==> src/rtl/lcd_tgen_pkg.sv <==
// Shared constants and the staged-configuration type for the LCD timing
// generator. Widths assume PORCH_W <= 8, SIZE_W <= 16, DIV_W <= 8 so that
// every field fits its slot in a 32-bit register word.
package lcd_tgen_pkg;
    parameter int PORCH_W = 8;
    parameter int SIZE_W  = 12;
    parameter int DIV_W   = 8;
    parameter int ADDR_W  = 3;
    parameter int DATA_W  = 32;
    parameter int POL_N   = 3;
    parameter int SEL_W   = 2;
    parameter int AXES    = 2;

    localparam int CNT_W        = SIZE_W + 2;
    localparam int FIELD_STRIDE = 8;
    localparam int VACT_LSB     = 16;

    // register word addresses
    localparam logic [ADDR_W-1:0] A_CTRL    = ADDR_W'(0);
    localparam logic [ADDR_W-1:0] A_POL     = ADDR_W'(1);
    localparam logic [ADDR_W-1:0] A_HTIME   = ADDR_W'(2);
    localparam logic [ADDR_W-1:0] A_VTIME   = ADDR_W'(3);
    localparam logic [ADDR_W-1:0] A_SIZE    = ADDR_W'(4);
    localparam logic [ADDR_W-1:0] A_IRQCFG  = ADDR_W'(5);
    localparam logic [ADDR_W-1:0] A_IRQSTAT = ADDR_W'(6);

    // bit positions inside register words
    localparam int CTRL_RUN_NOW  = 0;
    localparam int CTRL_RUN_SYNC = 1;
    localparam int CTRL_DIV_ON   = 2;
    localparam int CTRL_DIV_LSB  = 8;
    localparam int POL_HS        = 0;
    localparam int POL_VS        = 1;
    localparam int POL_DE        = 2;
    localparam int IRQ_EN_BIT    = 0;
    localparam int IRQ_SEL_LSB   = 1;
    localparam int IRQ_CLR_BIT   = 0;

    // staged fields: moved to the live copy at frame start or while idle
    typedef struct packed {
        logic               run_sync;
        logic               div_on;
        logic [DIV_W-1:0]   div_m1;
        logic [PORCH_W-1:0] hs_m1;
        logic [PORCH_W-1:0] hbp_m1;
        logic [PORCH_W-1:0] hfp_m1;
        logic [PORCH_W-1:0] vs_m1;
        logic [PORCH_W-1:0] vbp_m1;
        logic [PORCH_W-1:0] vfp_m1;
        logic [SIZE_W-1:0]  hact_m1;
        logic [SIZE_W-1:0]  vact_m1;
    } frame_cfg_t;
endpackage

==> src/rtl/lcd_tgen_regs.sv <==
// Register bank. Decodes the write port into immediate controls and a
// staged copy of the frame configuration. The staged copy, with any write
// of the current cycle merged in, moves to the live copy whenever the
// raster is idle or the raster wraps to its first pixel.
// Assumes one write per cycle; unknown addresses are ignored.
module lcd_tgen_regs
    import lcd_tgen_pkg::*;
(
    input  logic              clk,
    input  logic              rst_n,
    input  logic              wr_en,
    input  logic [ADDR_W-1:0] wr_addr,
    input  logic [DATA_W-1:0] wr_data,
    input  logic              active,
    input  logic              frame_wrap,
    output frame_cfg_t        live_cfg,
    output logic              run_now,
    output logic [POL_N-1:0]  pol,
    output logic              irq_en,
    output logic [SEL_W-1:0]  irq_sel,
    output logic              irq_clr
);
    frame_cfg_t staged_q;
    frame_cfg_t staged_d;
    logic       load_live;
    logic       unused_bits;

    assign unused_bits = ^wr_data;

    // Purpose: merge this cycle's write into the staged configuration.
    always_comb begin
        staged_d = staged_q;
        if (wr_en) begin
            case (wr_addr)
                A_CTRL: begin
                    staged_d.run_sync = wr_data[CTRL_RUN_SYNC];
                    staged_d.div_on   = wr_data[CTRL_DIV_ON];
                    staged_d.div_m1   = wr_data[CTRL_DIV_LSB +: DIV_W];
                end
                A_HTIME: begin
                    staged_d.hs_m1  = wr_data[0 +: PORCH_W];
                    staged_d.hbp_m1 = wr_data[FIELD_STRIDE +: PORCH_W];
                    staged_d.hfp_m1 = wr_data[2*FIELD_STRIDE +: PORCH_W];
                end
                A_VTIME: begin
                    staged_d.vs_m1  = wr_data[0 +: PORCH_W];
                    staged_d.vbp_m1 = wr_data[FIELD_STRIDE +: PORCH_W];
                    staged_d.vfp_m1 = wr_data[2*FIELD_STRIDE +: PORCH_W];
                end
                A_SIZE: begin
                    staged_d.hact_m1 = wr_data[0 +: SIZE_W];
                    staged_d.vact_m1 = wr_data[VACT_LSB +: SIZE_W];
                end
                default: ;
            endcase
        end
    end

    assign load_live = !active || frame_wrap;

    // Purpose: hold the staged copy and move it live at the allowed points.
    always_ff @(posedge clk) begin
        if (!rst_n) begin
            staged_q <= '0;
            live_cfg <= '0;
        end else begin
            staged_q <= staged_d;
            if (load_live) live_cfg <= staged_d;
        end
    end

    // Purpose: immediate controls that bypass staging.
    always_ff @(posedge clk) begin
        if (!rst_n) begin
            run_now <= 1'b0;
            pol     <= '0;
            irq_en  <= 1'b0;
            irq_sel <= '0;
        end else if (wr_en) begin
            if (wr_addr == A_CTRL) run_now <= wr_data[CTRL_RUN_NOW];
            if (wr_addr == A_POL)  pol     <= wr_data[POL_N-1:0];
            if (wr_addr == A_IRQCFG) begin
                irq_en  <= wr_data[IRQ_EN_BIT];
                irq_sel <= wr_data[IRQ_SEL_LSB +: SEL_W];
            end
        end
    end

    // Purpose: one-cycle clear request for the pending interrupt.
    assign irq_clr = wr_en && (wr_addr == A_IRQSTAT) && wr_data[IRQ_CLR_BIT];


    live_hold_chk: assert property (@(posedge clk) disable iff (!rst_n)
        (active && !frame_wrap) |=> $stable(live_cfg));


    idle_load_chk: assert property (@(posedge clk) disable iff (!rst_n)
        (!active && wr_en && wr_addr == A_HTIME)
        |=> live_cfg.hs_m1 == $past(wr_data[PORCH_W-1:0]));
endmodule

==> src/rtl/lcd_tgen_pixdiv.sv <==
// Pixel clock enable. Passes every cycle through when division is off,
// otherwise pulses once per (div_m1 + 1) cycles. Held low and reset to
// phase zero whenever the raster is idle. Assumes div fields change only
// on a pulse or while idle, which the staging guarantees.
module lcd_tgen_pixdiv
    import lcd_tgen_pkg::*;
(
    input  logic             clk,
    input  logic             rst_n,
    input  logic             active,
    input  logic             div_on,
    input  logic [DIV_W-1:0] div_m1,
    output logic             pix_ce
);
    localparam logic [DIV_W-1:0] DIV_ONE = DIV_W'(1);

    logic [DIV_W-1:0] phase_q;
    logic             tick;

    assign tick   = !div_on || (phase_q == div_m1);
    assign pix_ce = active && tick;

    // Purpose: count system cycles within one pixel.
    always_ff @(posedge clk) begin
        if (!rst_n || !active) phase_q <= '0;
        else if (pix_ce)       phase_q <= '0;
        else                   phase_q <= phase_q + DIV_ONE;
    end


    ce_gap_chk: assert property (@(posedge clk) disable iff (!rst_n)
        (pix_ce && div_on && div_m1 != '0) |=> (!pix_ce || !div_on || div_m1 == '0));


    idle_phase_chk: assert property (@(posedge clk) disable iff (!rst_n)
        !active |=> phase_q == '0);
endmodule

==> src/rtl/lcd_tgen_axis.sv <==
// One raster axis: a position counter that walks sync, back porch,
// active and front porch, then wraps. Used for pixels within a line and
// for lines within a frame. Segment bounds are derived from the live
// minus-one fields every cycle. Assumes PORCH_W <= SIZE_W.
module lcd_tgen_axis
    import lcd_tgen_pkg::*;
(
    input  logic               clk,
    input  logic               rst_n,
    input  logic               clr,
    input  logic               step,
    input  logic [PORCH_W-1:0] sync_m1,
    input  logic [PORCH_W-1:0] bp_m1,
    input  logic [SIZE_W-1:0]  act_m1,
    input  logic [PORCH_W-1:0] fp_m1,
    output logic               last,
    output logic               in_sync,
    output logic               in_act,
    output logic               act_last
);
    localparam logic [CNT_W-1:0] ONE = {{(CNT_W-1){1'b0}}, 1'b1};

    logic [CNT_W-1:0] pos_q;
    logic [CNT_W-1:0] sync_end;
    logic [CNT_W-1:0] act_beg;
    logic [CNT_W-1:0] act_end;
    logic [CNT_W-1:0] total_m1;

    // Purpose: segment boundaries (exclusive ends) from the live fields.
    always_comb begin
        sync_end = CNT_W'(sync_m1) + ONE;
        act_beg  = sync_end + CNT_W'(bp_m1) + ONE;
        act_end  = act_beg + CNT_W'(act_m1) + ONE;
        total_m1 = act_end + CNT_W'(fp_m1);
    end

    assign last     = (pos_q == total_m1);
    assign in_sync  = (pos_q < sync_end);
    assign in_act   = (pos_q >= act_beg) && (pos_q < act_end);
    assign act_last = (pos_q == act_end - ONE);

    // Purpose: advance the position on each step, wrapping after the end.
    always_ff @(posedge clk) begin
        if (!rst_n || clr) pos_q <= '0;
        else if (step)     pos_q <= last ? '0 : pos_q + ONE;
    end


    pos_range_chk: assert property (@(posedge clk) disable iff (!rst_n)
        pos_q <= total_m1);


    idle_home_chk: assert property (@(posedge clk) disable iff (!rst_n)
        clr |=> pos_q == '0);
endmodule

==> src/rtl/lcd_tgen_irq.sv <==
// Frame interrupt. Selected events set a pending flag when the master
// enable is on; a clear request drops it, with a same-cycle set winning.
// The output is the pending flag gated by the master enable.
module lcd_tgen_irq
    import lcd_tgen_pkg::*;
(
    input  logic             clk,
    input  logic             rst_n,
    input  logic             ev_vsync,
    input  logic             ev_porch,
    input  logic             en,
    input  logic [SEL_W-1:0] sel,
    input  logic             clr,
    output logic             irq
);
    logic pending_q;
    logic hit;

    assign hit = (sel[0] && ev_vsync) || (sel[1] && ev_porch);

    // Purpose: track the write-one-to-clear pending flag.
    always_ff @(posedge clk) begin
        if (!rst_n)              pending_q <= 1'b0;
        else if (en && hit)      pending_q <= 1'b1;
        else if (clr)            pending_q <= 1'b0;
    end

    assign irq = pending_q && en;


    clear_chk: assert property (@(posedge clk) disable iff (!rst_n)
        (clr && !hit) |=> !pending_q);


    set_cause_chk: assert property (@(posedge clk) disable iff (!rst_n)
        $rose(pending_q) |-> $past(en && hit));
endmodule

==> src/rtl/lcd_tgen.sv <==
// LCD timing generator top. Joins the register bank, the pixel divider,
// one counter per raster axis and the interrupt. Sync and data-enable
// outputs are decoded from flops only, so they change one edge after a
// pixel enable or a register write. Inactive output level is the
// polarity bit.
module lcd_tgen
    import lcd_tgen_pkg::*;
(
    input  logic              clk,
    input  logic              rst_n,
    input  logic              wr_en,
    input  logic [ADDR_W-1:0] wr_addr,
    input  logic [DATA_W-1:0] wr_data,
    output logic              pclk_en_o,
    output logic              hsync_o,
    output logic              vsync_o,
    output logic              de_o,
    output logic              irq_o
);
    frame_cfg_t         live_cfg;
    logic               run_now;
    logic [POL_N-1:0]   pol;
    logic               irq_en;
    logic [SEL_W-1:0]   irq_sel;
    logic               irq_clr;
    logic               active;
    logic               pix_ce;
    logic               frame_wrap;
    logic               ev_porch;

    logic [PORCH_W-1:0] ax_sync_m1 [AXES];
    logic [PORCH_W-1:0] ax_bp_m1   [AXES];
    logic [PORCH_W-1:0] ax_fp_m1   [AXES];
    logic [SIZE_W-1:0]  ax_act_m1  [AXES];
    logic               ax_step    [AXES];
    logic               ax_last    [AXES];
    logic               ax_sync    [AXES];
    logic               ax_act     [AXES];
    logic               ax_act_end [AXES];

    assign active = run_now && live_cfg.run_sync;

    lcd_tgen_regs regs_i (
        .clk        (clk),
        .rst_n      (rst_n),
        .wr_en      (wr_en),
        .wr_addr    (wr_addr),
        .wr_data    (wr_data),
        .active     (active),
        .frame_wrap (frame_wrap),
        .live_cfg   (live_cfg),
        .run_now    (run_now),
        .pol        (pol),
        .irq_en     (irq_en),
        .irq_sel    (irq_sel),
        .irq_clr    (irq_clr)
    );

    lcd_tgen_pixdiv div_i (
        .clk    (clk),
        .rst_n  (rst_n),
        .active (active),
        .div_on (live_cfg.div_on),
        .div_m1 (live_cfg.div_m1),
        .pix_ce (pix_ce)
    );

    assign ax_sync_m1[0] = live_cfg.hs_m1;
    assign ax_bp_m1[0]   = live_cfg.hbp_m1;
    assign ax_fp_m1[0]   = live_cfg.hfp_m1;
    assign ax_act_m1[0]  = live_cfg.hact_m1;
    assign ax_sync_m1[1] = live_cfg.vs_m1;
    assign ax_bp_m1[1]   = live_cfg.vbp_m1;
    assign ax_fp_m1[1]   = live_cfg.vfp_m1;
    assign ax_act_m1[1]  = live_cfg.vact_m1;

    // Axis 0 counts pixels in a line, each further axis steps when the one
    // below it wraps.
    for (genvar g = 0; g < AXES; g++) begin : g_axis
        if (g == 0) begin : g_first
            assign ax_step[g] = pix_ce;
        end else begin : g_next
            assign ax_step[g] = ax_step[g-1] && ax_last[g-1];
        end

        lcd_tgen_axis axis_i (
            .clk      (clk),
            .rst_n    (rst_n),
            .clr      (!active),
            .step     (ax_step[g]),
            .sync_m1  (ax_sync_m1[g]),
            .bp_m1    (ax_bp_m1[g]),
            .act_m1   (ax_act_m1[g]),
            .fp_m1    (ax_fp_m1[g]),
            .last     (ax_last[g]),
            .in_sync  (ax_sync[g]),
            .in_act   (ax_act[g]),
            .act_last (ax_act_end[g])
        );
    end

    assign frame_wrap = ax_step[1] && ax_last[1];
    assign ev_porch   = ax_step[1] && ax_act_end[1];

    lcd_tgen_irq irq_i (
        .clk      (clk),
        .rst_n    (rst_n),
        .ev_vsync (frame_wrap),
        .ev_porch (ev_porch),
        .en       (irq_en),
        .sel      (irq_sel),
        .clr      (irq_clr),
        .irq      (irq_o)
    );

    assign pclk_en_o = pix_ce;
    assign hsync_o   = (active && ax_sync[0]) ^ pol[POL_HS];
    assign vsync_o   = (active && ax_sync[1]) ^ pol[POL_VS];
    assign de_o      = (active && ax_act[0] && ax_act[1]) ^ pol[POL_DE];
endmodule

==> config.mk <==
export PLATFORM = sky130hd
export DESIGN_NAME = lcd_tgen
export DESIGN_NICKNAME = d
export VERILOG_FILES = /design/src/rtl/lcd_tgen_pkg.sv /design/src/rtl/lcd_tgen_regs.sv /design/src/rtl/lcd_tgen_pixdiv.sv /design/src/rtl/lcd_tgen_axis.sv /design/src/rtl/lcd_tgen_irq.sv /design/src/rtl/lcd_tgen.sv
export SDC_FILE = /design/constraint.sdc
export NUM_CORES = 1
export LEC_CHECK = 0
export ABC_AREA = 1
export BUFFER_PORTS_ARGS = -buffer_cell sky130_fd_sc_hd__buf_4
export CAP_MARGIN = 40
export CORE_ASPECT_RATIO = 1.75
export CORE_MARGIN = 3
export CORE_UTILIZATION = 40
export CTS_CLUSTER_SIZE = 20
export DETAILED_ROUTE_END_ITERATION = 7
export SETUP_SLACK_MARGIN = 0.02
export SLEW_MARGIN = 20
export SYNTH_ARGS = -nofsm -noshare
export SYNTH_HDL_FRONTEND = slang
export SYNTH_HIERARCHICAL = 1
export SYNTH_SLANG_ARGS = --single-unit
==> constraint.sdc <==
create_clock -name clk -period 17 [get_ports clk]
set_clock_uncertainty 0.15 [all_clocks]
set_input_delay 4.25 -clock clk [delete_from_list [all_inputs] [get_ports clk]]
set_output_delay 4.25 -clock clk [all_outputs]
set_load 0.02 [all_outputs]
Word level (Yosys, flattened, before mapping)
Index checks and enable logic that the tools add are counted.
- bits in registers: 208
- bits of input ports: 38
- output and inout bits: 5
- logic and storage cells: 104
- add/sub/neg operators: 16
- $lt $le $gt $ge: 6
- equality and inequality tests: 10
- multiplexer cells: 9
- bitwise operators: 3
- reduce and logical (&&, ||, !) cells: 30
- operators with widths (operator ; number):
    14-bit by 1-bit adder with 14-bit output (second input constant) ; 6
    82-bit two-way mux ; 1
    24-bit two-way mux ; 3
    14-bit by 8-bit adder with 14-bit output ; 4
    14-bit less-than comparator ; 4
    14-bit == test ; 3
    14-bit by 12-bit adder with 14-bit output ; 2
    14-bit >= comparator ; 2
    14-bit two-way mux ; 2
    8-bit by 1-bit adder with 9-bit output (second input constant) ; 2
    1-bit logical AND ; 17
    14-bit by 1-bit subtractor with 14-bit output (second input constant) ; 1
    10-bit two-way mux ; 1
    3-bit == test (second input constant) ; 3
    8-bit by 1-bit adder with 8-bit output (second input constant) ; 1
    8-bit == test ; 1
    3-bit by 2-bit == test with 1-bit output (second input constant) ; 2
    2-bit AND reduction ; 3
    1-bit logical OR ; 4
    3-bit by 1-bit == test with 1-bit output (second input constant) ; 1
    1-bit zero test ; 3
    3-bit zero test ; 1
    1-bit bitwise XOR ; 3
    1-bit two-way mux ; 2
    other kinds (2) ; 2

Longest topological paths before layout
Gate-level depths: netlist (run 1).
- depth after elaboration: 13
- depth in mapped cells: 41
- depth with buffers taken out: 40

Hierarchy
Netlist (run 1), hierarchy kept.
- modules (own cells, without submodules) (module ; times used ; cells an instance ; area each (um2) ; sequential area each (um2)):
    lcd_tgen_regs ; 1 ; 930 ; 6879.1 ; 3423.3
    lcd_tgen_axis at g_axis[1].axis_i ; 1 ; 622 ; 3751.1 ; 280.3
    lcd_tgen_axis at g_axis[0].axis_i ; 1 ; 638 ; 3723.6 ; 280.3
    lcd_tgen_pixdiv ; 1 ; 74 ; 491.7 ; 160.2
    lcd_tgen ; 1 ; 22 ; 98.8 ; 0.0
    lcd_tgen_irq ; 1 ; 11 ; 62.6 ; 20.0

Worst setup path before layout (run 1)
Ideal clock, no wire load.
- path type: flip-flop to output port
- start: register regs_i/live_cfg[40] (netlist name)
- end: output port de_o
- arrival: 4.046 ns
- data required time: 12.600 ns
- slack: 8.554 ns
- stages on the path, launching flop included: 30
- cell sequence: dfxtp_1 > ha_1 > and3_1 > xor2_1 > inv_1 > ha_1 > inv_1 > o21bai_1 > a21oi_1 > o21bai_1 > xor2_1 > inv_1 > ha_1 > nand2_2 > inv_1 > a21oi_2 > nand2_2 > nand2_1 > nand2_2 > ha_1 > a21boi_0 > o21ai_0 > nand2_1 > nand3_1 > nand2_1 > a21oi_1 > nand2_1 > nor2_2 > nand2_1 > nand2_1
- RTL lines (what ; RTL line ; source):
    end, declared ; lcd_tgen.sv:17 ; output logic de_o,

==> run metrics, run 1 <==
Worst-path clk slew 0.06 ns; Detail Route Antenna Nets 0; RSZ-0062 raised after global routing false; P per Cell Area 68.8 nW/um^2; Sum Neg Setup Slack 0 ns; Comb power frac 12.3%; sequential power share 45.9%; min Tclk post-route 9.89 ns; DRT Wirelength 43800 um; DIE WIDTH 151 um; Die Y 259 um; root buffer cell clkbuf_16; layout cell share with drive strength beyond 1 8.79%; met2 usage 43.9%; Slew @ Worst Pin 0.757 ns; Switching Fraction 27.3%; CORE AREA 36000 um^2; worst stage delay on the critical path 0.43 ns; Max Cap Viol 0; Final Non-Filler Cells 2699; worst path required time 12.60 ns; vias in the first global route 13000; final hold violations 0; worst setup slack after layout 7.11 ns; fmax 0.101 GHz; CP most frequent cell nand2_1; YS warnings 6; met3 GRT Util 1.87%; GR Util All Layers 22.3%; critical path arrival 5.49 ns; status finished clean; Post-CTS Hold Fix Bufs 0; Iteration-0 DRC Markers 719; Initial Utilization 40.6%; first-pass GRT wire length 68000 um; synthesized cell area 14600 um^2; Post-DP Area 15200 um^2; clock latency on the worst-skew pair 0.51 ns; switching power 298 uW; Inst Count DP 2661; CP Max Fanout 5; pre-CTS setup slack 7.61 ns; Num Clock Sinks 208; Num CTS Buffers 21; synthesized instance count 2210; IO Count 43; GRT Max-Usage Layer met2; initial antenna violation count 0; Port Buf Inserts 38; Startpoint Class flip-flop; pin count of the biggest net entering global routing 77; met1 usage 21.9%; Final Cell Area 15900 um^2; antenna fix cells 0; nets 2377; post_cts resized 0; Synth Net Count 2372; CTS tree done; crit end category output port; Detail Placement HPWL 34200 um; Die Area 39000 um^2; total number of vias 13600; Syn Area/Cell 6.61 um^2; internal power 795 uW; Rows 92; gpl congestion 0.950; setup violators final 0; Min-Delay Path Class flip-flop to flip-flop; DR WL/cell 16.2 um; drt pass-1 iters 5; post-CTS setup-driven buffer insertion count 0; H-tree Lvls 1; slowest CP cell dfxtp_1; clock tree buffer depth 3; Final Cycle Share 58.2%; Area Growth Syn to Fin 8.76%; worst setup path category flip-flop to output port; Max VDD drop 0.0763 mV; total congestion overflow 0; routed vias/inst 5.03; relative slew slack 49.6%; Post-route DRC 0; Final Core Density 44.1%; leakage 8.55 nW; Clock power frac 41.8%; Final Slew Violations 0
power groups by stage:
stage	Sequential [mW]	Clock [mW]	Combinational, mW
floorplan	0.511	0	0.0923
global placement	0.513	0	0.131
detailed placement	0.513	0	0.134
CTS	0.502	0.471	0.135
global route	0.502	0.484	0.152
finish	0.502	0.457	0.135
layer usage:
metal	part of all wire (%)	wire (um)
met1	35	15500
met3	2.9	1260
met5	0	0
met4	7.0	3080
met2	55	24000
worst paths after layout:
kind / from / endpoint / slack [ns] / depth (start not counted)
max: regs_i/live_cfg[40]$_SDFFE_PN0P_ / de_o / 7.11 / 28
min: regs_i/staged_q[30]$_SDFF_PN0_ / regs_i/staged_q[30]$_SDFF_PN0_ / 0.31 / 2
max reg2reg: regs_i/live_cfg[64]$_SDFFE_PN0P_ / g_axis[1].axis_i/pos_q[12]$_SDFFE_PP0P_ / 9.48 / 39
min reg2reg: regs_i/staged_q[30]$_SDFF_PN0_ / regs_i/staged_q[30]$_SDFF_PN0_ / 0.31 / 2
worst max-delay path: cells and delay by family, from the launching register on:
kind                       cells  cell delay (ns)
adders and majority gates      3             0.95
DFF                            1             0.43
xor gates and xnor gates       3             0.70
and+or+nand+nor                8             0.85
buffers and inverters          5             0.42
AOI/OAI and AO/OA              9             1.63
layout make-up:
cell class,instances,area [um^2]
clock buffers,28,572
fillers,3805,20100
flip-flops and latches,208,4160
well taps,470,588
multi-input cells,1516,8530
repair buffers,46,378
inverters,422,1590
clock inverters,9,83.8
per-stage QoR:
stage / power (mW) / hold WS (ns)
6_report: 1.09 / 0.315
5_1_grt: 1.14 / 0.329
3_3_place_gp: 0.644 / 0.302
4_1_cts: 1.11 / 0.317
2_1_floorplan: 0.603 / 0.291
3_5_place_dp: 0.646 / 0.306
layout by cell type, fill, tap and decap left out, types with 3 or more instances in the layout:
master,count
dfxtp_1,208
o21ai_0,105
buf_4,44
nor2_1,95
o21a_1,6
xor2_1,60
o21bai_1,7
ha_1,118
inv_2,9
clkbuf_16,21
nand3_2,6
inv_1,412
nand2_1,510
nand2_4,3
nand3_1,269
xnor2_1,19
nand3b_1,14
a21oi_1,139
nand2_2,57
nand4_1,27
a21oi_2,5
a2111oi_0,3
nor3_1,14
fa_1,6
nor2_4,5
clkinv_2,5
clkbuf_1,5
a21boi_0,3
nor2_2,26
registers in the layout, indices dropped and copies added (netlist names):
signal               flops
regs_i/irq_sel           2
regs_i/staged_q         82
regs_i/pol               3
regs_i/live_cfg         82
regs_i/run_now           1
g_axis.axis_i/pos_q     28
irq_i/pending_q          1
div_i/phase_q            8
regs_i/irq_en            1
Power figures use the tool's default switching activity.
==> inputs of run 2 (changes only) <==
Clock period 17 ns to 9.5 ns, I/O delays scaled along.
==> run metrics, run 2 (synthesis results as in run 1) <==
min Tclk post-route 8.02 ns; Final Core Density 44.2%; Num CTS Buffers 21; Fin Hold WS 0.316 ns; RSZ-0062 raised after global routing false; Iteration-0 DRC Markers 653; Final Cycle Share 84.4%; Inst Count DP 2662; Max Cap Viol 0; first-pass GRT wire length 68300 um; Slew @ Worst Pin 0.783 ns; Detail Route Antenna Nets 0; post_cts resized 0; post-CTS setup-driven buffer insertion count 0; Post-route DRC 0; P per Cell Area 124 nW/um^2; relative slew slack 47.8%; DRT Wirelength 43600 um; Port Buf Inserts 38; worst setup path category flip-flop to output port; antenna fix cells 0; worst stage delay on the critical path 0.46 ns; Post-CTS Hold Fix Bufs 0; CP most frequent cell nand2_1; CP Max Fanout 5; area of the multi-input gates 8530 um^2; slowest CP cell xor2_1; total number of vias 13600; root buffer cell clkbuf_16; Rows 92; hold path start regs_i/staged_q[65]$_SDFF_PN0_; Critical Path Start regs_i/live_cfg[64]$_SDFFE_PN0P_; Startpoint Class flip-flop; Detail Placement HPWL 34100 um; Largest regs regs_i/live_cfg x82, regs_i/staged_q x82, g_axis.axis_i/pos_q x28; Die Area 39000 um^2; Initial Utilization 40.6%; Sum Neg Setup Slack 0 ns; R2R Path Start regs_i/live_cfg[64]$_SDFFE_PN0P_; routed vias/inst 5.02; gpl congestion 0.933; total congestion overflow 0; Final Non-Filler Cells 2701; Die Y 259 um; worst setup slack after layout 1.48 ns; Power Total 1.98 mW; clock latency on the worst-skew pair 0.51 ns; nets 2378; worst path required time 6.98 ns; H-tree Lvls 1; layout cell share with drive strength beyond 1 8.83%; fmax 0.125 GHz; sequential cell area 4160 um^2; Final Slew Violations 0; Area Growth Syn to Fin 8.86%; final hold violations 0; Final Cell Area 15900 um^2; leakage 8.56 nW; FILL cells 3801; vias in the first global route 13200; status finished clean; CORE AREA 36000 um^2; Max VDD drop 0.114 mV; commonest non-fill, non-tap cell in the layout nand2_1; clock tree buffer depth 3; Num Clock Sinks 208; initial antenna violation count 0; setup violators final 0; critical path arrival 5.50 ns; CTS tree done; crit end category output port; most frequent cells in the layout nand2_1 (510), inv_1 (412), nand3_1 (269); GR Util All Layers 22.4%; drt pass-1 iters 5; DIE WIDTH 151 um; DR WL/cell 16.1 um; pin count of the biggest net entering global routing 73; IO Count 43; Worst-path clk slew 0.06 ns; pre-CTS setup slack 1.89 ns; Post-DP Area 15200 um^2; Min-Delay Path Class flip-flop to flip-flop
[run 2: worst max-delay path: cells and delay by family, from the launching register on]
| kind | cells | cell delay (ns) |
|---|---|---|
| compound gates | 5 | 0.82 |
| simple gates | 14 | 1.27 |
| xor+xnor | 3 | 0.90 |
| fa+ha+maj | 3 | 0.99 |
| buf+inv | 7 | 0.58 |
| flops | 1 | 0.42 |
[run 2: path summary, 6_finish.rpt]
check / to / slack (ns) / cells past startpoint
setup / recovery: de_o / 1.48 / 32
hold reg to reg: regs_i/staged_q[65]$_SDFF_PN0_ / 0.32 / 2
hold / removal: regs_i/staged_q[65]$_SDFF_PN0_ / 0.32 / 2
setup reg to reg: g_axis[1].axis_i/pos_q[12]$_SDFFE_PP0P_ / 1.94 / 39
[run 2: area by class of cell]
class                      count  area share (%)
clock inverter                 9           0.668
inverter                     422            9.96
multi-input combinational   1516            53.6
sequential                   208            26.2
tap                          470            3.70
timing repair buffer          47            2.30
clock buffer                  29            3.62
[run 2: layer usage]
metal | wire [um] | up-vias | GRT usage, %
li1 | - | 6995 | -
met1 | 15400 | 6206 | 21.6
met2 | 23600 | 256 | 44.0
met3 | 1160 | 111 | 1.61
met4 | 3480 | 0 | 15.0
met5 | 0 | - | 0
[run 2: power by group]
part	internal, mW	total (mW)	switching, mW	leakage, nW
Sequential	0.888	0.898	0.0106	1.68
Clock	0.482	0.840	0.357	0.337
Combinational	0.0808	0.240	0.159	6.54
Total	1.45	1.98	0.527	8.56
